==> src/rtl/byte_alu_status.sv <==
module byte_alu_status #(
  parameter int DW = 8
) (
  input  logic          clk,
  input  logic          rst_n,
  input  logic          exec_i,
  input  logic [3:0]    op_i,
  input  logic [DW-1:0] w_i,
  input  logic [DW-1:0] f_i,
  input  logic          dest_f_i,
  input  logic          st_wr_i,
  input  logic [DW-1:0] st_wdata_i,
  input  logic [1:0]    bit_op_i,
  input  logic [2:0]    bit_sel_i,
  output logic [DW-1:0] result_o,
  output logic          skip_o,
  output logic          wr_w_o,
  output logic          wr_f_o,
  output logic          upd_c_o,
  output logic          upd_dc_o,
  output logic          upd_z_o,
  output logic [DW-1:0] status_o
);
  localparam int HALF  = DW / 2;
  localparam int NFLAG = 3;

  typedef enum logic [3:0] {
    OP_MOV = 4'd0, OP_CLR = 4'd1, OP_ADD = 4'd2, OP_SUB = 4'd3,
    OP_AND = 4'd4, OP_OR  = 4'd5, OP_XOR = 4'd6, OP_COM = 4'd7,
    OP_INC = 4'd8, OP_DEC = 4'd9, OP_RRC = 4'd10, OP_RLC = 4'd11,
    OP_SWP = 4'd12, OP_INS = 4'd13, OP_DES = 4'd14, OP_PSW = 4'd15
  } op_t;

  op_t op;
  assign op = op_t'(op_i);

  logic [NFLAG-1:0] flags_q, flags_d, flags_new, flags_upd;

  logic            is_sub;
  logic [DW-1:0]   b_eff;
  logic [DW:0]     sum;
  logic [HALF:0]   lo_sum;

  assign is_sub = (op == OP_SUB);
  assign b_eff  = is_sub ? ~w_i : w_i;
  assign sum    = {1'b0, f_i} + {1'b0, b_eff} + {{DW{1'b0}}, is_sub};
  assign lo_sum = {1'b0, f_i[HALF-1:0]} + {1'b0, b_eff[HALF-1:0]} + {{HALF{1'b0}}, is_sub};

  logic uc, udc, uz, cy_new;

  always_comb begin
    result_o = f_i;
    cy_new   = flags_q[0];
    uc = 1'b0; udc = 1'b0; uz = 1'b0;
    unique case (op)
      OP_MOV: begin result_o = f_i;               uz = 1'b1; end
      OP_CLR: begin result_o = '0;                uz = 1'b1; end
      OP_ADD, OP_SUB: begin
        result_o = sum[DW-1:0];
        cy_new   = sum[DW];
        uc = 1'b1; udc = 1'b1; uz = 1'b1;
      end
      OP_AND: begin result_o = f_i & w_i;         uz = 1'b1; end
      OP_OR:  begin result_o = f_i | w_i;         uz = 1'b1; end
      OP_XOR: begin result_o = f_i ^ w_i;         uz = 1'b1; end
      OP_COM: begin result_o = ~f_i;              uz = 1'b1; end
      OP_INC: begin result_o = f_i + 1'b1;        uz = 1'b1; end
      OP_DEC: begin result_o = f_i - 1'b1;        uz = 1'b1; end
      OP_RRC: begin
        result_o = {flags_q[0], f_i[DW-1:1]};
        cy_new   = f_i[0];
        uc       = 1'b1;
      end
      OP_RLC: begin
        result_o = {f_i[DW-2:0], flags_q[0]};
        cy_new   = f_i[DW-1];
        uc       = 1'b1;
      end
      OP_SWP: result_o = {f_i[HALF-1:0], f_i[DW-1:HALF]};
      OP_INS: result_o = f_i + 1'b1;
      OP_DES: result_o = f_i - 1'b1;
      OP_PSW: result_o = w_i;
      default: result_o = f_i;
    endcase
  end

  assign upd_c_o  = exec_i & uc;
  assign upd_dc_o = exec_i & udc;
  assign upd_z_o  = exec_i & uz;
  assign skip_o   = exec_i & ((op == OP_INS) | (op == OP_DES)) & (result_o == '0);
  assign wr_w_o   = exec_i & ~dest_f_i;
  assign wr_f_o   = exec_i &  dest_f_i;

  assign flags_new = {result_o == '0, lo_sum[HALF], cy_new};
  assign flags_upd = {upd_z_o, upd_dc_o, upd_c_o};

  always_comb begin
    for (int i = 0; i < NFLAG; i++) begin
      if (st_wr_i)
        flags_d[i] = st_wdata_i[i];
      else if ((bit_op_i == 2'b10 || bit_op_i == 2'b01) && bit_sel_i == 3'(i))
        flags_d[i] = bit_op_i[1];
      else if (flags_upd[i])
        flags_d[i] = flags_new[i];
      else
        flags_d[i] = flags_q[i];
    end
  end

  always_ff @(posedge clk or negedge rst_n)
    if (!rst_n) flags_q <= '0;
    else        flags_q <= flags_d;

  assign status_o = {{(DW-NFLAG){1'b1}}, flags_q};

  logic inert;
  assign inert = !st_wr_i && (bit_op_i == 2'b00 || bit_op_i == 2'b11);

  AST_DIRECT_WINS: assert property (@(posedge clk) disable iff (!rst_n)
    st_wr_i |=> status_o[2:0] == $past(st_wdata_i[2:0]));
  AST_SWAP_HOLDS: assert property (@(posedge clk) disable iff (!rst_n)
    (exec_i && op_i == 4'd12 && inert) |=> $stable(status_o));
  AST_LOGIC_KEEPS_CARRY: assert property (@(posedge clk) disable iff (!rst_n)
    (exec_i && (op_i == 4'd4 || op_i == 4'd5 || op_i == 4'd6) && inert)
      |=> status_o[1:0] == $past(status_o[1:0]));
  AST_RRC_CARRY: assert property (@(posedge clk) disable iff (!rst_n)
    (exec_i && op_i == 4'd10 && inert) |=> status_o[0] == $past(f_i[0]));
  AST_INCSKIP_WRAP: assert property (@(posedge clk) disable iff (!rst_n)
    (exec_i && op_i == 4'd13 && f_i == 8'hFF) |-> skip_o);
  AST_IDLE_HOLDS: assert property (@(posedge clk) disable iff (!rst_n)
    (!exec_i && inert) |=> $stable(status_o));
endmodule

==> config.mk <==
export PLATFORM = sky130hd
export DESIGN_NAME = byte_alu_status
export DESIGN_NICKNAME = d
export VERILOG_FILES = /design/src/rtl/byte_alu_status.sv
export SDC_FILE = /design/constraint.sdc
export NUM_CORES = 1
export LEC_CHECK = 0
export ABC_AREA = 1
export CORE_UTILIZATION = 54
export CTS_CLUSTER_DIAMETER = 50
export DETAILED_ROUTE_END_ITERATION = 6
export HOLD_SLACK_MARGIN = 0.08
export PLACE_DENSITY = 0.88
export SYNTH_ARGS = -nofsm -noshare
export SYNTH_HDL_FRONTEND = slang
export SYNTH_SLANG_ARGS = --single-unit
==> constraint.sdc <==
create_clock -name clk -period 7.2 [get_ports clk]
set_input_delay 1.44 -clock clk [delete_from_list [all_inputs] [get_ports clk]]
set_output_delay 1.44 -clock clk [all_outputs]
set_load 0.1 [all_outputs]
==> results.py, run 1 <==
metrics = {
    "floorplanning": {
        "core_sq_um": 3770,
        "core.rowCount": 22,
        "ios": 60,
        "die_h_microns": 65.8,
        "initial_core_util_pct": 58.2,
        "die_w_microns": 65.8,
        "die_area_sq_um": 4330,
    },
    "placement": {
        "postPlaceCellArea_sq_um": 2700,
        "port-buffer-count": 49,
        "place_congestion": 0.936,
        "pre_cts_ws_ps": 1120,
        "hpwlAfterDp_microns": 5700,
    },
    "sta": {
        "setup_violations": 0,
        "setup_slack_ps": 1100,
        "tightest_slew_ps": 990,
        "fin_crit_sh_pct": 84.7,
        "slew_violations": 0,
        "skew_ps": 0.0849,
        "max_slew_margin_pct": 33.8,
        "max_freq_mhz": 164,
        "period_needed_ps": 6100,
        "finalSetupTns_ps": 0,
        "hold_viol": 0,
        "rsz0062_at_grt": "false",
    },
    "pwr": {
        "p_leak_nw": 1.54,
        "pwr-share-seq_pct": 6.3,
        "pwr-share-clk_pct": 14.2,
        "power.density_nw_per_um2": 126,
        "p_comb_share_pct": 79.5,
        "internal_power_mw": 0.133,
        "switching_share_pct": 61.5,
        "peakVddDrop_mv": 0.139,
        "netSwitchingPower_mw": 0.212,
    },
    "drt": {
        "finalWirelength_microns": 7170,
        "first_pass_iters": 5,
        "drcViolationCount": 0,
        "drt-initial-drc-count": 211,
        "via_per_inst": 5.38,
        "postRouteAntennaNets": 0,
        "vias": 2783,
        "wire_per_inst_microns": 13.9,
    },
    "yosys": {
        "synthCells": 417,
        "synth-seq-cells": 3,
        "yosys.cell_types.count": 31,
        "yosysWarnings": 0,
        "synth_area_per_cell_sq_um": 5.27,
        "syn-cell-area_sq_um": 2200,
        "ys_seq_area_share_pct": 3.42,
    },
    "final_layout": {
        "n_antenna_cell": 0,
        "post-route-cell-area_sq_um": 2750,
        "top_register": "flags_q",
        "reg.largest.list": "flags_q: 3 flops",
        "area_delta_synth_final_pct": 25.2,
        "drive_gt1_share_pct": 5.97,
        "largest_reg_flops": 3,
        "fillers": 331,
        "final_net_count": 540,
    },
    "min_path": {
        "min_from": "flags_q[1]",
        "hold_depth": 2,
        "holdPathEnd": "flags_q[1]",
        "hp-class": "reg2reg",
    },
    "setup_path": {
        "crit_fanout": 10,
        "r2r_slack_ps": 5630,
        "r2r_start": "flags_q[0]",
        "startpoint_type": "primary input",
        "r2r_cells": 9,
        "worstSetupEndpointType": "output pin",
        "cp_common_cell": "nand2_1",
        "path_cells": "clkdlybuf4s50_1 > inv_1 > nor2_1 > nand2_1 > nand2_1 > ha_1 > a21oi_1 > nand2_1 > nand2_1 > nand2_1 > inv_1 > nand2_1 > nand3_1 > nand2_1 > clkinv_1 > nand3_2 > nor2_2 > nand3_1 > nor3_2 > buf_4",
        "worstPathRequired_ps": 5760,
        "r2r-end": "flags_q[2]",
        "cp_slowest_stage_delay_ps": 570,
        "crit_arrival_ps": 4660,
        "worst-setup-path-type": "in2out",
        "slowest_stage": "clkdlybuf4s50_1",
    },
    "global_route": {
        "grt_pass1_vias": 2417,
        "antenna_found_initial": 0,
        "grt_overflow": 0,
        "grtUsageTotal_pct": 33.2,
        "grt_pass1_wl_microns": 11000,
        "grt_max_degree": 11,
    },
    "clock_tree": {
        "postCtsHoldBufs": 0,
        "cts_buffer_depth": 2,
        "numCtsBuffers": 3,
        "clkTransAtPathRegs_ps": 30,
        "htreeDepth": 1,
        "insertion_delay_ps": 220,
        "cts.sinks": 3,
        "cts_resized": 0,
        "clockRootBuffer": "clkbuf_8",
        "cts_tree": "done",
        "postCtsSetupRepairBufs": 0,
    },
    "flow_run": {
        "drv_cap": 0,
    },
    "outcome": {
        "status": "finished, final reports clean",
    },
}
[kinds of logic after synthesis]
group                      share of synthesized area [%]
AOI/OAI and AO/OA                                   9.06
xor gates and xnor gates                            3.19
adders and majority gates                           18.9
buffers and inverters                               14.4
DFF                                                 3.42
other                                              0.171
and+or+nand+nor                                     50.9
[cell usage in the layout (no fill, tap or decap), types with 4 or more instances in the layout]
master / n
nand2_1: 136
conb_1: 5
nand3_1: 39
clkdlybuf4s50_1: 41
xor2_1: 8
nand4_1: 13
inv_2: 6
ha_1: 30
nor2_1: 48
a21oi_1: 11
o21ai_0: 13
inv_1: 67
or2_2: 4
nand3b_1: 5
nor3_1: 5
buf_4: 8
[power by group through the flow]
stage | combinational [mW] | clock [mW] | sequential, mW
final | 0.275 | 0.0489 | 0.0218
after global routing | 0.293 | 0.0506 | 0.0219
after CTS | 0.272 | 0.0505 | 0.0216
after detailed placement | 0.270 | 0 | 0.0217
after global placement | 0.266 | 0 | 0.0216
after floorplan | 0.183 | 0 | 0.0391
[final cells by class]
class / instances / area [sq um] / share of cell area (%)
clock buffer: 4 / 45.0 / 1.64
multi-input combinational: 339 / 1820 / 66.2
sequential: 3 / 75.1 / 2.73
tap: 48 / 60.1 / 2.18
inverter: 74 / 278 / 10.1
timing repair buffer: 49 / 470 / 17.1
[cells in the mapped netlist]
library cell / instances / share of area, %
nand2_1: 136 / 23
nand3b_1: 5 / 1.7
clkinv_1: 1 / 0.17
conb_1: 1 / 0.17
nand3_1: 39 / 8.9
fa_1: 2 / 1.8
ha_1: 30 / 17
or2_0: 1 / 0.29
o211ai_1: 2 / 0.68
a31oi_1: 1 / 0.29
o21ai_1: 3 / 0.68
a21boi_0: 1 / 0.34
o221ai_1: 1 / 0.40
dfrtp_1: 3 / 3.4
nand2_2: 1 / 0.29
a21o_1: 1 / 0.34
buf_4: 5 / 1.7
nor2_1: 48 / 8.2
nor3_2: 1 / 0.46
inv_2: 6 / 1.0
nor3_1: 5 / 1.1
or2_2: 4 / 1.1
nand3_2: 1 / 0.46
inv_1: 67 / 11
xor2_1: 8 / 3.2
nor2_2: 3 / 0.85
nand2_4: 1 / 0.51
nand4_1: 13 / 3.7
o22ai_1: 3 / 0.85
a21oi_1: 11 / 2.5
o21ai_0: 13 / 3.0
[critical path: cells and delay by family]
| family | cells | cell delay, ps |
|---|---|---|
| fa+ha+maj | 1 | 360 |
| simple gates | 13 | 1580 |
| compound gates | 1 | 190 |
| buf+inv | 5 | 1090 |
[worst max-delay path by stage]
stage | to | slack [ps] | startpoint
global route | skip_o | 750 | op_i[0]
CTS | skip_o | 1110 | op_i[0]
detailed placement | skip_o | 1120 | op_i[0]
floorplan | skip_o | 270 | op_i[2]
global placement | skip_o | 1190 | op_i[1]
finish | skip_o | 1100 | op_i[0]
[through the flow]
| stage | util [%] | hold WS (ps) | std cells | power, mW |
|---|---|---|---|---|
| CTS | 72.9 | 559 | 517 | 0.345 |
| global route | 72.9 | 566 | 517 | 0.365 |
| finish | 72.9 | 558 | 517 | 0.346 |
| detailed placement | 71.7 | 537 | 513 | 0.292 |
| global placement | 71.7 | 531 | 513 | 0.288 |
| floorplan | - | 989 | 421 | 0.222 |
[routing by layer]
metal	routed length [microns]	vias up	GRT usage [%]
met2	3490	110	57.0
met5	0	-	0
met3	506	2	2.24
met1	3160	1247	45.1
met4	17	0	6.25
li1	-	1424	-
(Power assumes the default switching activity.)
==> inputs of run 2 (changes only) <==
--- a/config.mk
+++ b/config.mk
@@ -6,11 +6,11 @@
 export NUM_CORES = 1
 export LEC_CHECK = 0
 export ABC_AREA = 1
-export CORE_UTILIZATION = 54
+export CORE_UTILIZATION = 50
 export CTS_CLUSTER_DIAMETER = 50
 export DETAILED_ROUTE_END_ITERATION = 6
 export HOLD_SLACK_MARGIN = 0.08
-export PLACE_DENSITY = 0.88
+export PLACE_DENSITY = 0.83
 export SYNTH_ARGS = -nofsm -noshare
 export SYNTH_HDL_FRONTEND = slang
 export SYNTH_SLANG_ARGS = --single-unit
==> constraint.sdc (replaced) <==
create_clock -name clk -period 6.3 [get_ports clk]
set_input_delay 1.26 -clock clk [delete_from_list [all_inputs] [get_ports clk]]
set_output_delay 1.26 -clock clk [all_outputs]
set_load 0.1 [all_outputs]
==> results.py, run 2 (synthesis results as in run 1) <==
metrics = {
    "setup_path": {
        "r2r-end": "flags_q[2]",
        "worstSetupEndpointType": "output pin",
        "r2r_slack_ps": 4790,
        "crit_arrival_ps": 4540,
        "worst-setup-path-type": "in2out",
        "crit_fanout": 10,
        "r2r_start": "flags_q[0]",
        "worstPathRequired_ps": 5040,
        "crit_start": "op_i[0]",
        "startpoint_type": "primary input",
        "r2r_cells": 9,
    },
    "drt": {
        "wire_per_inst_microns": 13.4,
        "drt-initial-drc-count": 209,
        "drcViolationCount": 0,
        "via_per_inst": 5.29,
        "first_pass_iters": 5,
        "finalWirelength_microns": 6980,
        "vias": 2744,
        "postRouteAntennaNets": 0,
    },
    "sta": {
        "hold_viol": 0,
        "tightest_slew_ps": 978,
        "setup_violations": 0,
        "skew_ps": 0.0120,
        "rsz0062_at_grt": "false",
        "fin_crit_sh_pct": 92.1,
        "setup_slack_ps": 497,
        "slew_violations": 0,
        "max_slew_margin_pct": 34.6,
        "max_freq_mhz": 172,
        "period_needed_ps": 5800,
        "finalSetupTns_ps": 0,
    },
    "global_route": {
        "grt_pass1_wl_microns": 10600,
        "grt_max_degree": 11,
        "antenna_found_initial": 0,
        "grt_overflow": 0,
        "grtUsageTotal_pct": 30.4,
        "grt_pass1_vias": 2278,
    },
    "clock_tree": {
        "cts_buffer_depth": 2,
        "postCtsSetupRepairBufs": 0,
        "cts_tree": "done",
        "cts_resized": 0,
        "htreeDepth": 1,
        "cts.sinks": 3,
        "numCtsBuffers": 3,
        "postCtsHoldBufs": 0,
        "clockRootBuffer": "clkbuf_8",
        "clkTransAtPathRegs_ps": 30,
        "insertion_delay_ps": 210,
    },
    "min_path": {
        "hp-class": "reg2reg",
        "hold_depth": 2,
        "min_from": "flags_q[2]",
        "holdPathEnd": "flags_q[2]",
    },
    "placement": {
        "postPlaceCellArea_sq_um": 2720,
        "place_congestion": 0.955,
        "port-buffer-count": 49,
        "pre_cts_ws_ps": 541,
        "hpwlAfterDp_microns": 5760,
    },
    "floorplanning": {
        "die_area_sq_um": 4660,
        "ios": 60,
        "die_w_microns": 68.3,
        "die_h_microns": 68.3,
        "core.rowCount": 23,
        "initial_core_util_pct": 53.4,
        "core_sq_um": 4120,
    },
    "final_layout": {
        "mostFrequentLayoutCells": "136 x nand2_1, 67 x inv_1, 48 x nor2_1",
        "layout_commonest_cell": "nand2_1",
        "reg.largest.list": "flags_q: 3 flops",
        "fillers": 410,
        "n_antenna_cell": 0,
        "post-route-cell-area_sq_um": 2770,
        "area_delta_synth_final_pct": 26.0,
        "drive_gt1_share_pct": 6.18,
        "top_register": "flags_q",
        "final_net_count": 540,
        "largest_reg_flops": 3,
    },
    "pwr": {
        "finalPower_mw": 0.392,
        "peakVddDrop_mv": 0.183,
        "power.density_nw_per_um2": 141,
        "p_leak_nw": 1.55,
    },
    "flow_run": {
        "drv_cap": 0,
    },
    "outcome": {
        "status": "finished, final reports clean",
    },
}
==> run 2: cell types whose count changed in the layout (fill, tap and decap cells not counted), sizes merged <==
cell,change
buf,+1
clkdlybuf4s50,-1
==> run 2: area by class of cell <==
class	instances	area [sq um]	share of cell area (%)
inverters	74	278	10.0
flip-flops and latches	3	75.1	2.71
clock buffers	4	45.0	1.63
repair buffers	49	480	17.4
multi-input cells	339	1830	66.0
well taps	50	62.6	2.26
==> run 2: how the worst max path moves through the flow <==
stage,endpoint,slack (ps),depth (start not counted)
2_1_floorplan,skip_o,120,13
3_3_place_gp,skip_o,610,20
3_5_place_dp,skip_o,540,17
4_1_cts,skip_o,530,17
5_1_grt,skip_o,200,20
6_report,skip_o,500,17
==> run 2: layer usage <==
layer | global-route usage (%) | wire length, microns | vias to the layer above
li1 | - | - | 1421
met1 | 43.3 | 3230 | 1201
met2 | 49.4 | 3160 | 111
met3 | 2.00 | 509 | 11
met4 | 6.25 | 74 | 0
met5 | 0 | 0 | -
==> run 2: power breakdown <==
| part | switching, mW | internal (mW) |
|---|---|---|
| Combinational | 0.226 | 0.0866 |
| Sequential | 0.00256 | 0.0222 |
| Clock | 0.0113 | 0.0430 |
==> run 2: through the flow <==
step / utilization, % / hold slack (ps) / instances
final: 67.3 / 546 / 519
after global routing: 67.3 / 562 / 519
after CTS: 67.3 / 550 / 519
after detailed placement: 66.2 / 542 / 515
after global placement: 66.2 / 532 / 515
after floorplan: - / 964 / 421
==> run 2: worst max-delay path: stages <==
cell and delay [ps]:
clkdlybuf4s50_1 570, inv_1 100, nor2_1 210, nand2_1 130, nand2_1 310, inv_1 120, fa_1 380, inv_1 110
nand4_1 170, nand3_1 120, nand2_1 50, nand3_1 120, nand4_1 160, nor2_2 190, nand3_1 150, nor3_4 180
buf_12 200
==> inputs of run 3 (changes only) <==
--- a/config.mk
+++ b/config.mk
@@ -6,11 +6,15 @@
 export NUM_CORES = 1
 export LEC_CHECK = 0
 export ABC_AREA = 1
-export CORE_UTILIZATION = 50
+export CELL_PAD_IN_SITES_DETAIL_PLACEMENT = 1
+export CELL_PAD_IN_SITES_GLOBAL_PLACEMENT = 1
+export CORE_ASPECT_RATIO = 0.75
+export CORE_UTILIZATION = 43
 export CTS_CLUSTER_DIAMETER = 50
 export DETAILED_ROUTE_END_ITERATION = 6
+export DONT_BUFFER_PORTS = 1
 export HOLD_SLACK_MARGIN = 0.08
-export PLACE_DENSITY = 0.83
+export PLACE_DENSITY_LB_ADDON = 0.1
 export SYNTH_ARGS = -nofsm -noshare
 export SYNTH_HDL_FRONTEND = slang
 export SYNTH_SLANG_ARGS = --single-unit
==> results.py, run 3 (synthesis results as in run 1) <==
metrics = {
    "outcome": {
        "status": "finished, violations left",
        "violations": "design-rule violations",
    },
    "drt": {
        "wire_per_inst_microns": 16.9,
        "postRouteAntennaNets": 0,
        "via_per_inst": 5.58,
        "first_pass_iters": 7,
        "finalWirelength_microns": 8170,
        "vias": 2706,
        "drt-initial-drc-count": 161,
        "drcViolationCount": 6,
    },
    "sta": {
        "fin_hold_ws_ps": 739,
        "setup_violations": 0,
        "tightest_slew_ps": 1120,
        "fin_crit_sh_pct": 86.4,
        "max_slew_margin_pct": 25.0,
        "hold_viol": 0,
        "rsz0062_at_grt": "false",
        "finalSetupTns_ps": 0,
        "max_freq_mhz": 184,
        "slew_violations": 0,
        "period_needed_ps": 5440,
        "skew_ps": 1.68,
    },
    "final_layout": {
        "reg.largest.list": "flags_q: 3 flops",
        "post-route-cell-area_sq_um": 2380,
        "largest_reg_flops": 3,
        "final_net_count": 496,
        "mostFrequentLayoutCells": "136 x nand2_1, 67 x inv_1, 45 x nor2_1",
        "top_register": "flags_q",
        "layout_commonest_cell": "nand2_1",
        "fillers": 739,
        "n_antenna_cell": 0,
        "multiInputGateArea_sq_um": 1840,
        "ff_latch_area_sq_um": 75.1,
        "area_delta_synth_final_pct": 8.38,
        "drive_gt1_share_pct": 6.82,
    },
    "setup_path": {
        "startpoint_type": "primary input",
        "crit_start": "op_i[0]",
        "crit_arrival_ps": 4180,
        "worstPathRequired_ps": 5040,
        "worstSetupEndpointType": "output pin",
        "crit_fanout": 10,
        "r2r_slack_ps": 4000,
        "r2r_cells": 12,
        "r2r_start": "flags_q[0]",
        "critPathCapture": "skip_o",
        "r2r-end": "flags_q[2]",
        "worst-setup-path-type": "in2out",
    },
    "global_route": {
        "grt.busiest_layer": "met2",
        "antenna_found_initial": 0,
        "grtUsageTotal_pct": 31.7,
        "use_met1_pct": 43.5,
        "grt_pass1_vias": 2706,
        "grt_max_degree": 11,
        "grt_pass1_wl_microns": 13400,
        "grt.met2_usage_pct": 55.1,
        "gr-usage-met3_pct": 4.13,
        "grt_overflow": 0,
    },
    "min_path": {
        "hp-class": "in2async",
    },
    "clock_tree": {
        "clkTransAtPathRegs_ps": 30,
        "cts_tree": "done",
        "numCtsBuffers": 3,
        "cts.sinks": 3,
        "postCtsSetupRepairBufs": 0,
        "postCtsHoldBufs": 0,
        "htreeDepth": 1,
        "cts_buffer_depth": 2,
        "cts_resized": 0,
        "insertion_delay_ps": 220,
        "clockRootBuffer": "clkbuf_8",
    },
    "pwr": {
        "p_leak_nw": 1.38,
        "power.density_nw_per_um2": 151,
        "finalPower_mw": 0.358,
        "peakVddDrop_mv": 0.0832,
    },
    "floorplanning": {
        "die_area_sq_um": 5400,
        "core.rowCount": 22,
        "die_w_microns": 84.5,
        "core_sq_um": 4900,
        "ios": 60,
        "die_h_microns": 63.9,
        "initial_core_util_pct": 44.8,
    },
    "placement": {
        "postPlaceCellArea_sq_um": 2330,
        "place_congestion": 0.873,
        "hpwlAfterDp_microns": 7060,
        "port-buffer-count": 0,
    },
    "flow_run": {
        "drv_cap": 0,
    },
}
## run 3: worst max-delay path: stages
cell and delay [ps]:
inv_1 40, nor2_1 210, nand2_1 140, nand2_1 340, ha_1 380, a21oi_1 190, nand2_1 140, nand2_1 80
nand2_1 100, inv_1 70, nand2_1 40, nand3_1 70, nand2_1 90, clkinv_1 70, nand3_2 60, buf_4 230
nor2_2 140, nand3_1 140, nor3_4 180, buf_12 200
## run 3: metal layers
layer,wire [microns],vias to the layer above
li1,-,1334
met1,3720,1279
met2,3800,91
met3,633,2
met4,16,0
met5,0,-
## run 3: how the worst min path moves through the flow
stage,start,depth (start not counted),to
detailed placement,rst_n,0,flags_q[2]
global placement,rst_n,0,flags_q[1]
finish,rst_n,0,flags_q[0]
CTS,rst_n,0,flags_q[0]
global route,rst_n,0,flags_q[0]
floorplan,rst_n,0,flags_q[0]
## run 3: cell type report
class | instances | share of cell area [%]
Timing Repair Buffer | 5 | 2.84
Inverter | 74 | 11.7
Multi-Input combinational cell | 339 | 77.3
Sequential cell | 3 | 3.15
Clock buffer | 4 | 1.89
Tap cell | 60 | 3.15
## run 3: power breakdown
part | switching [mW] | internal, mW | total (mW)
registers | 0.0243 | 0.0217 | 0.0460
logic | 0.198 | 0.0578 | 0.256
clock network | 0.0131 | 0.0432 | 0.0563
## run 3: stage by stage
step	instances	worst slack (ps)	util [%]
after global placement	481	1000	47.7
after CTS	485	862	48.6
final	485	857	48.6
after global routing	485	556	48.6
after detailed placement	481	869	47.7
after floorplan	421	118	-
